[config.mk]
export PLATFORM = sky130hd
export DESIGN_NAME = pmr_access_router
export DESIGN_NICKNAME = d
export VERILOG_FILES = /design/src/rtl/pmr_route_pkg.sv /design/src/rtl/pmr_l3_route.sv /design/src/rtl/pmr_level_chain.sv /design/src/rtl/pmr_out_stage.sv /design/src/rtl/pmr_access_router.sv
export SDC_FILE = /design/constraint.sdc
export NUM_CORES = 1
export LEC_CHECK = 0
export ABC_AREA = 1
export CAP_MARGIN = 20
export CORE_MARGIN = 2
export CORE_UTILIZATION = 32
export DETAILED_ROUTE_END_ITERATION = 16
export GPL_TIMING_DRIVEN = 0
export PLACE_DENSITY = 0.9
export SYNTH_ARGS = -nofsm -noshare
export SYNTH_HDL_FRONTEND = slang
export SYNTH_SLANG_ARGS = --single-unit
[constraint.sdc]
create_clock -name clk_i -period 0.8 [get_ports clk_i]
set_input_delay 0.16 -clock clk_i [delete_from_list [all_inputs] [get_ports clk_i]]
set_output_delay 0.16 -clock clk_i [all_outputs]
set_load 0.02 [all_outputs]
[src/rtl/pmr_route_pkg.sv]
package pmr_route_pkg;

  localparam int unsigned NUM_OC = 5;
  localparam int unsigned SYND_W = 8;

  typedef enum logic [2:0] {
    OC_PHYS  = 3'd0,
    OC_VIRT  = 3'd1,
    OC_TRAP3 = 3'd2,
    OC_TRAP2 = 3'd3,
    OC_UNDEF = 3'd4
  } outcome_e;

  typedef struct packed {
    logic has_a32_el1;
    logic has_irq_if;
    logic has_el2;
    logic has_el3;
    logic el2_en;
    logic el3_a32;
    logic sre_el1;
    logic sre_el2;
    logic sre_el3;
    logic l2_grp_trap;
    logic l2_cmn_trap;
    logic l2_fiq;
    logic l2_irq;
    logic l3_fiq;
    logic l3_irq;
    logic dbg_undef_prio;
    logic dbg_undef;
    logic monitor;
  } acc_ctx_t;

  function automatic logic [NUM_OC-1:0] oc_code(outcome_e oc);
    return NUM_OC'(1) << oc;
  endfunction

endpackage

[src/rtl/pmr_l3_route.sv]
module pmr_l3_route
  import pmr_route_pkg::*;
(
  input  acc_ctx_t ctx_i,
  output logic     route_o,
  output logic     prio_undef_o,
  output outcome_e trap_oc_o
);
  logic mon_exempt;

  // a 32-bit level 3 leaves monitor mode alone
  assign mon_exempt   = ctx_i.el3_a32 & ctx_i.monitor;
  assign route_o      = ctx_i.has_el3 & ctx_i.l3_fiq & ctx_i.l3_irq & ~mon_exempt;
  assign prio_undef_o = route_o & ctx_i.dbg_undef_prio;
  assign trap_oc_o    = ctx_i.dbg_undef ? OC_UNDEF : OC_TRAP3;

endmodule

[src/rtl/pmr_level_chain.sv]
module pmr_level_chain
  import pmr_route_pkg::*;
#(
  parameter int unsigned LEVEL = 1
) (
  input  acc_ctx_t ctx_i,
  input  logic     l3_route_i,
  input  logic     l3_prio_undef_i,
  input  outcome_e l3_trap_oc_i,
  output outcome_e oc_o
);
  logic l2_on;
  logic unused_ctx;

  assign l2_on      = ctx_i.has_el2 & ctx_i.el2_en;
  assign unused_ctx = ^ctx_i;

  generate
    if (LEVEL == 1) begin : g_el1
      always_comb begin
        if (l3_prio_undef_i)                            oc_o = OC_UNDEF;
        else if (l2_on && ctx_i.l2_grp_trap)            oc_o = OC_TRAP2;
        else if (!ctx_i.sre_el1)                        oc_o = OC_UNDEF;
        else if (l2_on && ctx_i.l2_cmn_trap)            oc_o = OC_TRAP2;
        else if (l2_on && (ctx_i.l2_fiq || ctx_i.l2_irq)) oc_o = OC_VIRT;
        else if (l3_route_i)                            oc_o = l3_trap_oc_i;
        else                                            oc_o = OC_PHYS;
      end
    end else if (LEVEL == 2) begin : g_el2
      logic unused_l2;
      assign unused_l2 = l2_on;
      always_comb begin
        if (l3_prio_undef_i)     oc_o = OC_UNDEF;
        else if (!ctx_i.sre_el2) oc_o = OC_UNDEF;
        else if (l3_route_i)     oc_o = l3_trap_oc_i;
        else                     oc_o = OC_PHYS;
      end
    end else begin : g_el3
      logic unused_l3;
      assign unused_l3 = l2_on ^ l3_route_i ^ l3_prio_undef_i ^ (^l3_trap_oc_i);
      always_comb begin
        oc_o = ctx_i.sre_el3 ? OC_PHYS : OC_UNDEF;
      end
    end
  endgenerate

endmodule

[src/rtl/pmr_out_stage.sv]
module pmr_out_stage #(
  parameter bit          REG_OUT = 1'b1,
  parameter int unsigned WIDTH   = 14
) (
  input  logic             clk_i,
  input  logic             rst_ni,
  input  logic [WIDTH-1:0] d_i,
  output logic [WIDTH-1:0] q_o
);
  generate
    if (REG_OUT) begin : g_reg
      always_ff @(posedge clk_i or negedge rst_ni) begin
        if (!rst_ni) q_o <= '0;
        else         q_o <= d_i;
      end
    end else begin : g_comb
      logic unused_clk;
      assign unused_clk = clk_i ^ rst_ni;
      assign q_o        = d_i;
    end
  endgenerate

endmodule

[src/rtl/pmr_access_router.sv]
module pmr_access_router
  import pmr_route_pkg::*;
#(
  parameter bit          REG_OUT   = 1'b1,
  parameter logic [7:0]  TRAP_SYND = 8'h03
) (
  input  logic       clk_i,
  input  logic       rst_ni,
  input  logic       req_i,
  input  logic [1:0] el_i,
  input  logic       has_a32_el1_i,
  input  logic       has_irq_if_i,
  input  logic       has_el2_i,
  input  logic       has_el3_i,
  input  logic       el2_en_i,
  input  logic       el3_a32_i,
  input  logic       sre_el1_i,
  input  logic       sre_el2_i,
  input  logic       sre_el3_i,
  input  logic       l2_grp_trap_i,
  input  logic       l2_cmn_trap_i,
  input  logic       l2_fiq_route_i,
  input  logic       l2_irq_route_i,
  input  logic       l3_fiq_route_i,
  input  logic       l3_irq_route_i,
  input  logic       dbg_undef_prio_i,
  input  logic       dbg_undef_i,
  input  logic       monitor_i,
  output logic       valid_o,
  output logic       undef_o,
  output logic       trap_el2_o,
  output logic       trap_el3_o,
  output logic       virt_o,
  output logic       phys_o,
  output logic [4:0] code_o,
  output logic [7:0] syndrome_o
);
  localparam int unsigned OUT_W = 1 + NUM_OC + SYND_W;

  acc_ctx_t ctx;
  logic     l3_route, l3_prio_undef;
  outcome_e l3_trap_oc;
  outcome_e lvl_oc [1:3];
  outcome_e sel_oc;

  logic [NUM_OC-1:0] code_d;
  logic [SYND_W-1:0] synd_d;
  logic [OUT_W-1:0]  out_d, out_q;

  assign ctx = '{
    has_a32_el1:    has_a32_el1_i,
    has_irq_if:     has_irq_if_i,
    has_el2:        has_el2_i,
    has_el3:        has_el3_i,
    el2_en:         el2_en_i,
    el3_a32:        el3_a32_i,
    sre_el1:        sre_el1_i,
    sre_el2:        sre_el2_i,
    sre_el3:        sre_el3_i,
    l2_grp_trap:    l2_grp_trap_i,
    l2_cmn_trap:    l2_cmn_trap_i,
    l2_fiq:         l2_fiq_route_i,
    l2_irq:         l2_irq_route_i,
    l3_fiq:         l3_fiq_route_i,
    l3_irq:         l3_irq_route_i,
    dbg_undef_prio: dbg_undef_prio_i,
    dbg_undef:      dbg_undef_i,
    monitor:        monitor_i
  };

  pmr_l3_route i_l3_route (
    .ctx_i       (ctx),
    .route_o     (l3_route),
    .prio_undef_o(l3_prio_undef),
    .trap_oc_o   (l3_trap_oc)
  );

  generate
    for (genvar lv = 1; lv <= 3; lv++) begin : g_lvl
      pmr_level_chain #(.LEVEL(lv)) i_chain (
        .ctx_i          (ctx),
        .l3_route_i     (l3_route),
        .l3_prio_undef_i(l3_prio_undef),
        .l3_trap_oc_i   (l3_trap_oc),
        .oc_o           (lvl_oc[lv])
      );
    end
  endgenerate

  // feature gate and level 0 come before any per-level chain
  always_comb begin
    if (!(has_a32_el1_i && has_irq_if_i)) begin
      sel_oc = OC_UNDEF;
    end else begin
      unique case (el_i)
        2'd1:    sel_oc = lvl_oc[1];
        2'd2:    sel_oc = lvl_oc[2];
        2'd3:    sel_oc = lvl_oc[3];
        default: sel_oc = OC_UNDEF;
      endcase
    end
  end

  assign code_d = req_i ? oc_code(sel_oc) : '0;
  assign synd_d = (req_i && sel_oc == OC_TRAP2) ? TRAP_SYND : '0;
  assign out_d  = {req_i, code_d, synd_d};

  pmr_out_stage #(.REG_OUT(REG_OUT), .WIDTH(OUT_W)) i_out (
    .clk_i (clk_i),
    .rst_ni(rst_ni),
    .d_i   (out_d),
    .q_o   (out_q)
  );

  assign valid_o    = out_q[OUT_W-1];
  assign code_o     = out_q[SYND_W +: NUM_OC];
  assign syndrome_o = out_q[SYND_W-1:0];
  assign phys_o     = code_o[OC_PHYS];
  assign virt_o     = code_o[OC_VIRT];
  assign trap_el3_o = code_o[OC_TRAP3];
  assign trap_el2_o = code_o[OC_TRAP2];
  assign undef_o    = code_o[OC_UNDEF];

endmodule

==> results of run 1 <==
## synthesized netlist by cell type (all sizes together)
library cell	instances	area share
a21oi	2	0.041
conb	1	0.0072
nand3	5	0.067
dfrtp	6	0.29
a21boi	2	0.029
nand2	23	0.18
nor3	1	0.0096
nand4	3	0.036
o21ai	1	0.0096
nor2	7	0.065
buf	13	0.19
inv	12	0.086
## kinds of logic after synthesis
| kind of cell | count (synthesis) |
|---|---|
| flip-flops | 6 |
| buffers and inverters | 25 |
| AND/OR/NAND/NOR | 39 |
| AO/OA/AOI/OAI | 5 |
| other | 1 |
## final cells by class
type / count / area [um^2] / area share
well taps: 16 / 20.02 / 0.01914
clock buffers: 4 / 26.28 / 0.02512
repair buffers: 37 / 346.6 / 0.3313
flip-flops and latches: 6 / 151.4 / 0.1447
plain buffers: 13 / 123.9 / 0.1184
multi-input cells: 50 / 330.3 / 0.3158
inverters: 12 / 47.55 / 0.04545
## report_power, final
group / internal, uW / switching [uW]
clock: 190 / 123
combinational: 172 / 170
sequential: 312 / 5.61
total: 674 / 299
## routing by layer
layer	GRT usage	wire length, um
met5	0	0
met2	0.3441	842
met4	0.04242	13
met1	0.1457	438
met3	0.06531	134
## worst max path at each step
stage,from,to,cells after the start
global placement,has_el3_i,i_out.q_o[8]$_DFF_PN0_,12
detailed placement,has_el3_i,i_out.q_o[9]$_DFF_PN0_,12
CTS,i_out.q_o[1]$_DFF_PN0_,syndrome_o[1],2
finish,i_out.q_o[1]$_DFF_PN0_,syndrome_o[1],2
global route,i_out.q_o[1]$_DFF_PN0_,syndrome_o[1],2
floorplan,el3_a32_i,i_out.q_o[8]$_DFF_PN0_,12
## through the flow
stage	utilization	TNS (ps)	instances	setup WS [ps]
floorplan	-	-439.2	81	-109.5
global placement	0.6158	-7713	132	-701.4
detailed placement	0.6158	-8264	132	-764.9
CTS	0.6716	-3298	138	-287.7
global route	0.6864	-3964	138	-311.1
finish	0.6864	-3119	138	-277.1
## repair_timing
action / 4_1_cts / 5_1_grt
hold endpoints to repair: 0 / 0
setup endpoints to repair: 18 / 18
buffers inserted: 2 / 0
pin swaps: 25 / 11
resized for setup: 147 / 9
==> tab_implementation.tex, run 1 <==
\begin{tabular}{lr}
\hline
Metric & Value \\
\hline
\multicolumn{2}{l}{\textbf{Status}} \\
\quad Run status & complete, but fails checks \\
\quad Failing checks & setup timing \\
\multicolumn{2}{l}{\textbf{Final layout}} \\
\quad Most common library cell in the layout ignoring fill and taps & buf\_6 \\
\quad Commonest cells after routing, fill and taps aside & buf\_6, nand2\_1, nand2\_2, buf\_4, dlygate4sd2\_1 \\
\quad Number of flip-flops in the largest register & 6 \\
\quad Leading registers by flop count & i\_out.q\_o (6) \\
\quad Number of inserted diodes & 0 \\
\quad Cell area after layout & 1046 um\^{}2 \\
\quad Ratio of cells with drive above 1 in the final layout & 0.6066 \\
\quad Largest register by flop count & i\_out.q\_o \\
\quad Final Net Count & 146 \\
\quad Layout filler cell count & 137 \\
\quad Area growth from synthesis to layout & 100.5\% \\
\multicolumn{2}{l}{\textbf{Floorplanning}} \\
\quad Floorplan die area & 1970 um\^{}2 \\
\quad Floorplan die height & 44.38 um \\
\quad Num rows & 14 \\
\quad Num ports & 42 \\
\quad Placeable core region & 1524 um\^{}2 \\
\quad Width of the die & 44.38 um \\
\quad Initial standard-cell utilization of the core & 0.3424 \\
\multicolumn{2}{l}{\textbf{Logic synthesis}} \\
\quad Yosys Warn Count & 0 \\
\quad Total of flip-flops plus latches after synthesis & 6 \\
\quad Post-synthesis compound-gate area fraction & 0.07914 \\
\quad Dominant combinational cell family by area after synthesis & simple AND/OR/NAND/NOR gates \\
\quad Mapped Cells & 76 \\
\quad Average cell area after synthesis & 6.865 um\^{}2 \\
\quad Unique masters post-synth & 17 \\
\quad Fraction of the mapped netlist area in adder cells & 0 \\
\quad Basic-gate share of the synthesized area counting and, or, nand and nor cells & 0.3525 \\
\quad XOR/XNOR share of the synthesized area & 0 \\
\quad Share of synthesized area spent on multiplexers & 0 \\
\quad Post-synth design cell area & 521.8 um\^{}2 \\
\quad Part of the Yosys area used for sequential elements & 0.2878 \\
\multicolumn{2}{l}{\textbf{Clocking}} \\
\quad Number of hold-repair buffers added at the cts stage & 0 \\
\quad Clock net sink count & 6 \\
\quad Clock root cell & clkbuf\_4 \\
\quad Max Buffers Root-to-Sink & 2 \\
\quad Clock transition at path regs & 50 ps \\
\quad TritonCTS clock tree & yes \\
\quad Number of buffers created by CTS & 3 \\
\quad CTS H-tree depth & 1 \\
\multicolumn{2}{l}{\textbf{Place}} \\
\quad Cell area after placement & 938.4 um\^{}2 \\
\quad Routability congestion estimate from global placement & 0.7935 \\
\quad Placed wire-length estimate & 1.167 mm \\
\quad Port-buffer cells & 35 \\
\multicolumn{2}{l}{\textbf{GRT}} \\
\quad Global routing usage summed across all routing layers & 0.1674 \\
\quad Largest net degree at the start of global routing & 7 \\
\quad Number of antenna violations at the first check in global routing & 0 \\
\quad Vias in the first global route & 595 \\
\quad Grt ovf & 0 \\
\quad Global-route wire length before repair & 2.408 mm \\
\multicolumn{2}{l}{\textbf{Worst setup path}} \\
\quad Worst path required time & 640 ps \\
\quad Delay of the slowest critical-path stage & 430 ps \\
\quad Sequence of cells on the critical path & buf\_6 -> buf\_6 \\
\quad Critical Path Source Type & flop \\
\quad Critical Path Fanout Max & 4 \\
\quad Slowest stage cell, crit path & dfrtp\_2 \\
\quad Cell mode on critical path & buf\_6 \\
\quad Endpoint class of the critical path & output port \\
\quad Type of the setup path with the least slack & reg -> out \\
\quad CP Buf/Inv Count & 2 \\
\quad Category of cells accounting for the largest share of critical-path delay & flip-flops \\
\quad Crit path DAT & 920 ps \\
\multicolumn{2}{l}{\textbf{Drt}} \\
\quad First drt pass iteration count & 4 \\
\quad Post-DR vias/cell & 4.362 \\
\quad Wire per inst & 10.36 um \\
\quad Number of remaining DRC errors & 0 \\
\quad Overall routed net length & 1.430 mm \\
\quad Antenna-violating nets left & 0 \\
\quad Initial DRC Count & 2 \\
\quad Number of vias in the routed layout & 602 \\
\multicolumn{2}{l}{\textbf{Timing}} \\
\quad Final Hold Vio Count & 0 \\
\quad Final critical path time including I/O delays and setup & 1077 ps \\
\quad Smallest hold slack & 141.4 ps \\
\quad Setup-violating endpoint count in the final report & 17 \\
\quad Fin. max-slew vios & 0 \\
\quad Final period util & 1.346 \\
\quad Setup slack after layout & -277.1 ps \\
\quad Fmax achieved & 0.9284 GHz \\
\quad Unrepaired setup endpoints after global routing & true \\
\multicolumn{2}{l}{\textbf{Power}} \\
\quad Areal power density over the cells & 930.4 nW/um\^{}2 \\
\quad Total Power Consumption & 973.2 uW \\
\quad Leakage power figure & 0.0005772 uW \\
\quad VDD IR-drop max & 0.0007049 V \\
\multicolumn{2}{l}{\textbf{Min path}} \\
\quad Type of the tightest min-delay check & in -> async \\
\multicolumn{2}{l}{\textbf{Flow run}} \\
\quad Count of maximum capacitance violations & 0 \\
\hline
\end{tabular}
(Power assumes the default switching activity.)
==> run 2, diff against run 1 <==
Settings changed: CTS_CLUSTER_DIAMETER set to 200, SETUP_SLACK_MARGIN set to 0.05.
==> tab_implementation.tex, run 2 (same netlist as run 1, synthesis figures left out) <==
\begin{tabular}{lr}
\hline
Metric & Value \\
\hline
\multicolumn{2}{l}{\textbf{Status}} \\
\quad Run status & complete, but fails checks (unchanged) \\
\quad Failing checks & setup timing (unchanged) \\
\multicolumn{2}{l}{\textbf{GRT}} \\
\quad Largest net degree at the start of global routing & 7 (unchanged) \\
\quad Global-route wire length before repair & 2.566 mm (was 2.408 mm) \\
\quad Number of antenna violations at the first check in global routing & 0 (unchanged) \\
\quad Grt ovf & 0 (unchanged) \\
\quad Vias in the first global route & 638 (was 595) \\
\quad Global routing usage summed across all routing layers & 0.1785 (was 0.1674) \\
\multicolumn{2}{l}{\textbf{Timing}} \\
\quad Fin. max-slew vios & 0 (unchanged) \\
\quad Unrepaired setup endpoints after global routing & true (unchanged) \\
\quad Setup-violating endpoint count in the final report & 18 (was 17) \\
\quad Fmax achieved & 0.9406 GHz (was 0.9284 GHz) \\
\quad Final critical path time including I/O delays and setup & 1063 ps (was 1077 ps) \\
\quad Final Hold Vio Count & 0 (unchanged) \\
\quad Setup slack after layout & -263.2 ps (was -277.1 ps) \\
\quad Final period util & 1.329 (was 1.346) \\
\multicolumn{2}{l}{\textbf{Worst setup path}} \\
\quad Cell mode on critical path & buf\_6 (unchanged) \\
\quad CP Buf/Inv Count & 2 (unchanged) \\
\quad Sequence of cells on the critical path & buf\_6 -> buf\_6 (unchanged) \\
\quad Slowest stage cell, crit path & dfrtp\_2 (unchanged) \\
\quad Category of cells accounting for the largest share of critical-path delay & flip-flops (unchanged) \\
\quad Worst path required time & 640 ps (about the same) \\
\quad Delay of the slowest critical-path stage & 430 ps (about the same) \\
\quad Crit path DAT & 900 ps (was 920 ps) \\
\quad Type of the setup path with the least slack & reg -> out (unchanged) \\
\quad Critical Path Source Type & flop (unchanged) \\
\quad Endpoint class of the critical path & output port (unchanged) \\
\quad Startpoint of the worst setup timing path & i\_out.q\_o[1]\$\_DFF\_PN0\_ (unchanged) \\
\quad Critical Path Fanout Max & 4 (unchanged) \\
\multicolumn{2}{l}{\textbf{Place}} \\
\quad Routability congestion estimate from global placement & 0.7413 (was 0.7935) \\
\quad Placed wire-length estimate & 1.124 mm (was 1.167 mm) \\
\quad Port-buffer cells & 35 (unchanged) \\
\quad Cell area after placement & 964.7 um\^{}2 (was 938.4 um\^{}2) \\
\multicolumn{2}{l}{\textbf{Drt}} \\
\quad Number of remaining DRC errors & 0 (unchanged) \\
\quad Post-DR vias/cell & 4.472 (was 4.362) \\
\quad Wire per inst & 11.06 um (was 10.36 um) \\
\quad Routed wl met3 & 135 um (was 134 um) \\
\quad Overall routed net length & 1.570 mm (was 1.430 mm) \\
\quad Met2 Wirelength & 887 um (was 842 um) \\
\quad Antenna-violating nets left & 0 (unchanged) \\
\quad Highest metal used & met4 (unchanged) \\
\quad First drt pass iteration count & 4 (unchanged) \\
\quad Number of vias in the routed layout & 635 (was 602) \\
\quad Met1 routed wirelength after detailed routing & 514 um (was 438 um) \\
\quad Initial DRC Count & 4 (was 2) \\
\multicolumn{2}{l}{\textbf{Final layout}} \\
\quad Area taken by flip-flops and latches & 155.1 um\^{}2 (was 151.4 um\^{}2) \\
\quad Area growth from synthesis to layout & 122.8\% (was 100.5\%) \\
\quad Ratio of cells with drive above 1 in the final layout & 0.6825 (was 0.6066) \\
\quad Combined area of the multi-input logic cells & 372.9 um\^{}2 (was 330.3 um\^{}2) \\
\quad Leading registers by flop count & i\_out.q\_o (6) (unchanged) \\
\quad Largest register by flop count & i\_out.q\_o (unchanged) \\
\quad Number of flip-flops in the largest register & 6 (unchanged) \\
\quad Most common library cell in the layout ignoring fill and taps & buf\_6 (unchanged) \\
\quad Cell area after layout & 1162 um\^{}2 (was 1046 um\^{}2) \\
\quad Number of inserted diodes & 0 (unchanged) \\
\quad Final Net Count & 151 (was 146) \\
\quad Layout filler cell count & 113 (was 137) \\
\quad Commonest cells after routing, fill and taps aside & buf\_6, buf\_4, nand2\_2, nand2\_1 (was buf\_6, nand2\_1, nand2\_2, buf\_4, dlygate4sd2\_1) \\
\multicolumn{2}{l}{\textbf{Min path}} \\
\quad Type of the tightest min-delay check & in -> async (unchanged) \\
\multicolumn{2}{l}{\textbf{Floorplanning}} \\
\quad Width of the die & 44.38 um (unchanged) \\
\quad Floorplan die area & 1970 um\^{}2 (unchanged) \\
\quad Initial standard-cell utilization of the core & 0.3424 (unchanged) \\
\quad Placeable core region & 1524 um\^{}2 (unchanged) \\
\quad Floorplan die height & 44.38 um (unchanged) \\
\quad Num ports & 42 (unchanged) \\
\quad Num rows & 14 (unchanged) \\
\multicolumn{2}{l}{\textbf{Clocking}} \\
\quad Clock net sink count & 6 (unchanged) \\
\quad Clock root cell & clkbuf\_4 (unchanged) \\
\quad TritonCTS clock tree & yes (unchanged) \\
\quad CTS H-tree depth & 1 (unchanged) \\
\quad Clock transition at path regs & 40 ps (was 50 ps) \\
\quad Max Buffers Root-to-Sink & 2 (unchanged) \\
\quad Number of hold-repair buffers added at the cts stage & 0 (unchanged) \\
\quad Number of buffers created by CTS & 3 (unchanged) \\
\multicolumn{2}{l}{\textbf{Power}} \\
\quad Leakage power figure & 0.0006303 uW (was 0.0005772 uW) \\
\quad Areal power density over the cells & 859.8 nW/um\^{}2 (was 930.4 nW/um\^{}2) \\
\quad Combinational power share & 0.416 (was 0.352) \\
\quad Proportion of power drawn by the clock network & 0.265 (was 0.322) \\
\quad NetSw & 302.7 uW (was 299.3 uW) \\
\quad Internal power summed over all cells & 696.6 uW (was 674.0 uW) \\
\quad VDD IR-drop max & 0.0004586 V (was 0.0007049 V) \\
\quad Total Power Consumption & 999.4 uW (was 973.2 uW) \\
\quad Switching share of power & 0.3029 (was 0.3075) \\
\quad Seq pwr share & 0.319 (was 0.326) \\
\multicolumn{2}{l}{\textbf{Flow run}} \\
\quad Count of maximum capacitance violations & 0 (unchanged) \\
\hline
\end{tabular}
-- run 2: cell types whose count changed in the layout (fill, tap and decap cells not counted), moves of 3 or more --
cell	delta
nand2_4	+3
dfrtp_2	+3
nand2_1	-3
buf_2	-4
buf_6	+6
dfrtp_1	-3
buf_4	+3
-- run 2: what timing repair did --
action	in CTS	in global routing
gates resized for setup	141	28
endpoints found under the setup margin	18	18
buffers inserted	6	1
pin swaps	24	21
-- run 2: routing by layer --
| metal | global-route usage | vias up |
|---|---|---|
| li1 | - | 318 |
| met1 | 0.1637 | 280 |
| met2 | 0.3471 | 33 |
| met4 | 0.1030 | 0 |
| met3 | 0.04490 | 4 |
| met5 | 0 | - |
-- run 2: path summary, 6_finish.rpt --
| check | to | slack [ps] | cells after the start |
|---|---|---|---|
| setup / recovery | syndrome_o[0] | -260 | 2 |
| hold / removal | i_out.q_o[13]$_DFF_PN0_ | 160 | 1 |
| max in group asynchronous | i_out.q_o[1]$_DFF_PN0_ | 410 | 1 |
| min in group clk_i | i_out.q_o[10]$_DFF_PN0_ | 440 | 7 |
-- run 2: layout make-up --
| class | instances | area share |
|---|---|---|
| buffer | 13 | 0.1066 |
| clock buffer | 3 | 0.01938 |
| inverter | 12 | 0.04306 |
| multi-input combinational | 50 | 0.3208 |
| sequential | 6 | 0.1335 |
| tap | 16 | 0.01722 |
| timing repair buffer | 42 | 0.3595 |
-- run 2: per-stage QoR --
stage / setup TNS [ps] / cells / utilization / hold slack (ps) / setup slack [ps]
2_1_floorplan: -445.7 / 81 / - / -135.6 / -109.5
3_3_place_gp: -7893 / 132 / 0.6330 / 403.4 / -704.1
3_5_place_dp: -8276 / 132 / 0.6330 / 414.4 / -730.4
4_1_cts: -3164 / 141 / 0.6970 / 155.2 / -278.8
5_1_grt: -3788 / 142 / 0.7627 / 165.0 / -296.3
6_report: -3128 / 142 / 0.7627 / 156.5 / -263.2
-- run 2: power groups by stage --
stage               combinational (uW)  clock [uW]  sequential [uW]
finish                             416         265              319
global route                       444         293              319
CTS                                347         279              319
detailed placement                 324           0              322
global placement                   316           0              321
floorplan                          148           0              331
==> run 3, diff against run 2 <==
Settings changed: CAP_MARGIN 20 to not set, SKIP_CTS_REPAIR_TIMING set to 1.
==> tab_implementation.tex, run 3 (same netlist as run 1, synthesis figures left out) <==
\begin{tabular}{lr}
\hline
Metric & Value \\
\hline
\multicolumn{2}{l}{\textbf{Drt}} \\
\quad First drt pass iteration count & 4 (unchanged) \\
\quad Overall routed net length & 1.453 mm (was 1.570 mm) \\
\quad Number of vias in the routed layout & 616 (was 635) \\
\quad Initial DRC Count & 4 (unchanged) \\
\quad Number of remaining DRC errors & 0 (unchanged) \\
\quad Post-DR vias/cell & 4.432 (was 4.472) \\
\quad Antenna-violating nets left & 0 (unchanged) \\
\quad Wire per inst & 10.45 um (was 11.06 um) \\
\multicolumn{2}{l}{\textbf{Timing}} \\
\quad Fmax achieved & 0.9406 GHz (about the same) \\
\quad Smallest hold slack & 157.3 ps (was 156.5 ps) \\
\quad Final critical path time including I/O delays and setup & 1063 ps (about the same) \\
\quad Final Hold Vio Count & 0 (unchanged) \\
\quad Final period util & 1.329 (about the same) \\
\quad Fin. max-slew vios & 0 (unchanged) \\
\quad Unrepaired setup endpoints after global routing & true (unchanged) \\
\quad Setup slack after layout & -263.2 ps (about the same) \\
\quad Setup-violating endpoint count in the final report & 18 (unchanged) \\
\multicolumn{2}{l}{\textbf{Clocking}} \\
\quad Clock transition at path regs & 40 ps (about the same) \\
\quad Clock net sink count & 6 (unchanged) \\
\quad Number of buffers created by CTS & 3 (unchanged) \\
\quad TritonCTS clock tree & yes (unchanged) \\
\quad Max Buffers Root-to-Sink & 2 (unchanged) \\
\quad Clock root cell & clkbuf\_4 (unchanged) \\
\quad CTS H-tree depth & 1 (unchanged) \\
\multicolumn{2}{l}{\textbf{Place}} \\
\quad Placement Setup Slack & -730.4 ps (unchanged) \\
\quad Port-buffer cells & 35 (unchanged) \\
\quad Cell area after placement & 964.7 um\^{}2 (unchanged) \\
\quad Routability congestion estimate from global placement & 0.7413 (unchanged) \\
\quad Placed wire-length estimate & 1.124 mm (unchanged) \\
\quad Cell total after placement & 132 (unchanged) \\
\multicolumn{2}{l}{\textbf{Worst setup path}} \\
\quad Sequence of cells on the critical path & buf\_6 -> buf\_6 (unchanged) \\
\quad Delay of the slowest critical-path stage & 430 ps (about the same) \\
\quad Slowest stage cell, crit path & dfrtp\_2 (unchanged) \\
\quad Critical Path Fanout Max & 4 (unchanged) \\
\quad Cell mode on critical path & buf\_6 (unchanged) \\
\quad Critical Path Source Type & flop (unchanged) \\
\quad Crit path DAT & 900 ps (about the same) \\
\quad Type of the setup path with the least slack & reg -> out (unchanged) \\
\quad Endpoint class of the critical path & output port (unchanged) \\
\quad Worst path required time & 640 ps (about the same) \\
\multicolumn{2}{l}{\textbf{Status}} \\
\quad Failing checks & setup timing (unchanged) \\
\quad Run status & complete, but fails checks (unchanged) \\
\multicolumn{2}{l}{\textbf{Floorplanning}} \\
\quad Initial standard-cell utilization of the core & 0.3424 (unchanged) \\
\quad Floorplan die area & 1970 um\^{}2 (unchanged) \\
\quad Placeable core region & 1524 um\^{}2 (unchanged) \\
\quad Width of the die & 44.38 um (unchanged) \\
\quad Floorplan die height & 44.38 um (unchanged) \\
\quad Num rows & 14 (unchanged) \\
\quad Num ports & 42 (unchanged) \\
\multicolumn{2}{l}{\textbf{Final layout}} \\
\quad Number of flip-flops in the largest register & 6 (unchanged) \\
\quad Largest register by flop count & i\_out.q\_o (unchanged) \\
\quad Post-route non-filler standard cell count & 139 (was 142) \\
\quad Ratio of cells with drive above 1 in the final layout & 0.6179 (was 0.6825) \\
\quad Final Net Count & 148 (was 151) \\
\quad Cell area after layout & 1116 um\^{}2 (was 1162 um\^{}2) \\
\quad Leading registers by flop count & i\_out.q\_o (6) (unchanged) \\
\quad Area growth from synthesis to layout & 113.9\% (was 122.8\%) \\
\quad Layout filler cell count & 119 (was 113) \\
\quad Commonest cells after routing, fill and taps aside & buf\_6, dlymetal6s2s\_1, nand2\_1, buf\_4, nand2\_2 (was buf\_6, buf\_4, nand2\_2, nand2\_1) \\
\quad Most common library cell in the layout ignoring fill and taps & buf\_6 (unchanged) \\
\quad Number of inserted diodes & 0 (unchanged) \\
\multicolumn{2}{l}{\textbf{GRT}} \\
\quad Global routing usage summed across all routing layers & 0.1489 (was 0.1785) \\
\quad Vias in the first global route & 582 (was 638) \\
\quad Number of antenna violations at the first check in global routing & 0 (unchanged) \\
\quad Global-route wire length before repair & 2.159 mm (was 2.566 mm) \\
\quad Grt ovf & 0 (unchanged) \\
\quad Largest net degree at the start of global routing & 7 (unchanged) \\
\multicolumn{2}{l}{\textbf{Power}} \\
\quad Leakage power figure & 0.0007022 uW (was 0.0006303 uW) \\
\quad Areal power density over the cells & 854.0 nW/um\^{}2 (was 859.8 nW/um\^{}2) \\
\quad VDD IR-drop max & 0.0004390 V (was 0.0004586 V) \\
\quad Total Power Consumption & 953.1 uW (was 999.4 uW) \\
\multicolumn{2}{l}{\textbf{Flow run}} \\
\quad Count of maximum capacitance violations & 0 (unchanged) \\
\multicolumn{2}{l}{\textbf{Min path}} \\
\quad Type of the tightest min-delay check & in -> async (unchanged) \\
\hline
\end{tabular}
run 3: cell count changes in the layout (fill, tap and decap cells not counted), sizes merged:
cell,change
dlymetal6s2s,+12
clkbuf,+5
clkdlybuf4s15,-3
dlygate4sd2,-7
buf,-10
run 3: report_power, final:
part / switching, uW / internal (uW)
logic: 181 / 190
clock network: 94.7 / 169
registers: 5.94 / 313
total: 281 / 672
run 3: final timing paths:
kind | from | endpoint | depth (start not counted)
setup / recovery | i_out.q_o[1]$_DFF_PN0_ | syndrome_o[0] | 2
hold / removal | rst_ni | i_out.q_o[13]$_DFF_PN0_ | 1
max in group asynchronous | rst_ni | i_out.q_o[1]$_DFF_PN0_ | 1
min in group clk_i | sre_el2_i | i_out.q_o[10]$_DFF_PN0_ | 5
run 3: per-layer routing:
metal / vias up / global-route usage / wire, um
li1: 313 / - / -
met1: 266 / 0.1411 / 484
met2: 35 / 0.2824 / 827
met3: 2 / 0.04082 / 119
met4: 0 / 0.08485 / 21
met5: - / 0 / 0
run 3: layout make-up:
type / count / area, um^2 / share of cell area
Tap cell: 16 / 20.02 / 0.01794
Timing Repair Buffer: 39 / 399.1 / 0.3576
Sequential cell: 6 / 155.1 / 0.1390
Clock buffer: 3 / 22.52 / 0.02018
Multi-Input combinational cell: 50 / 347.8 / 0.3117
Buffer: 13 / 123.9 / 0.1110
Inverter: 12 / 47.55 / 0.04260
run 3: critical path: cells and delay by family, from the launching register on:
kind                   cells  cell delay (ps)
buffers and inverters      2              240
DFF                        1              430
run 3: per-stage QoR:
step	util	TNS [ps]
after global routing	0.7323	-3836
after CTS	0.6478	-10400
after detailed placement	0.6330	-8276
after global placement	0.6330	-7893
after floorplan	-	-445.7
final	0.7323	-3103
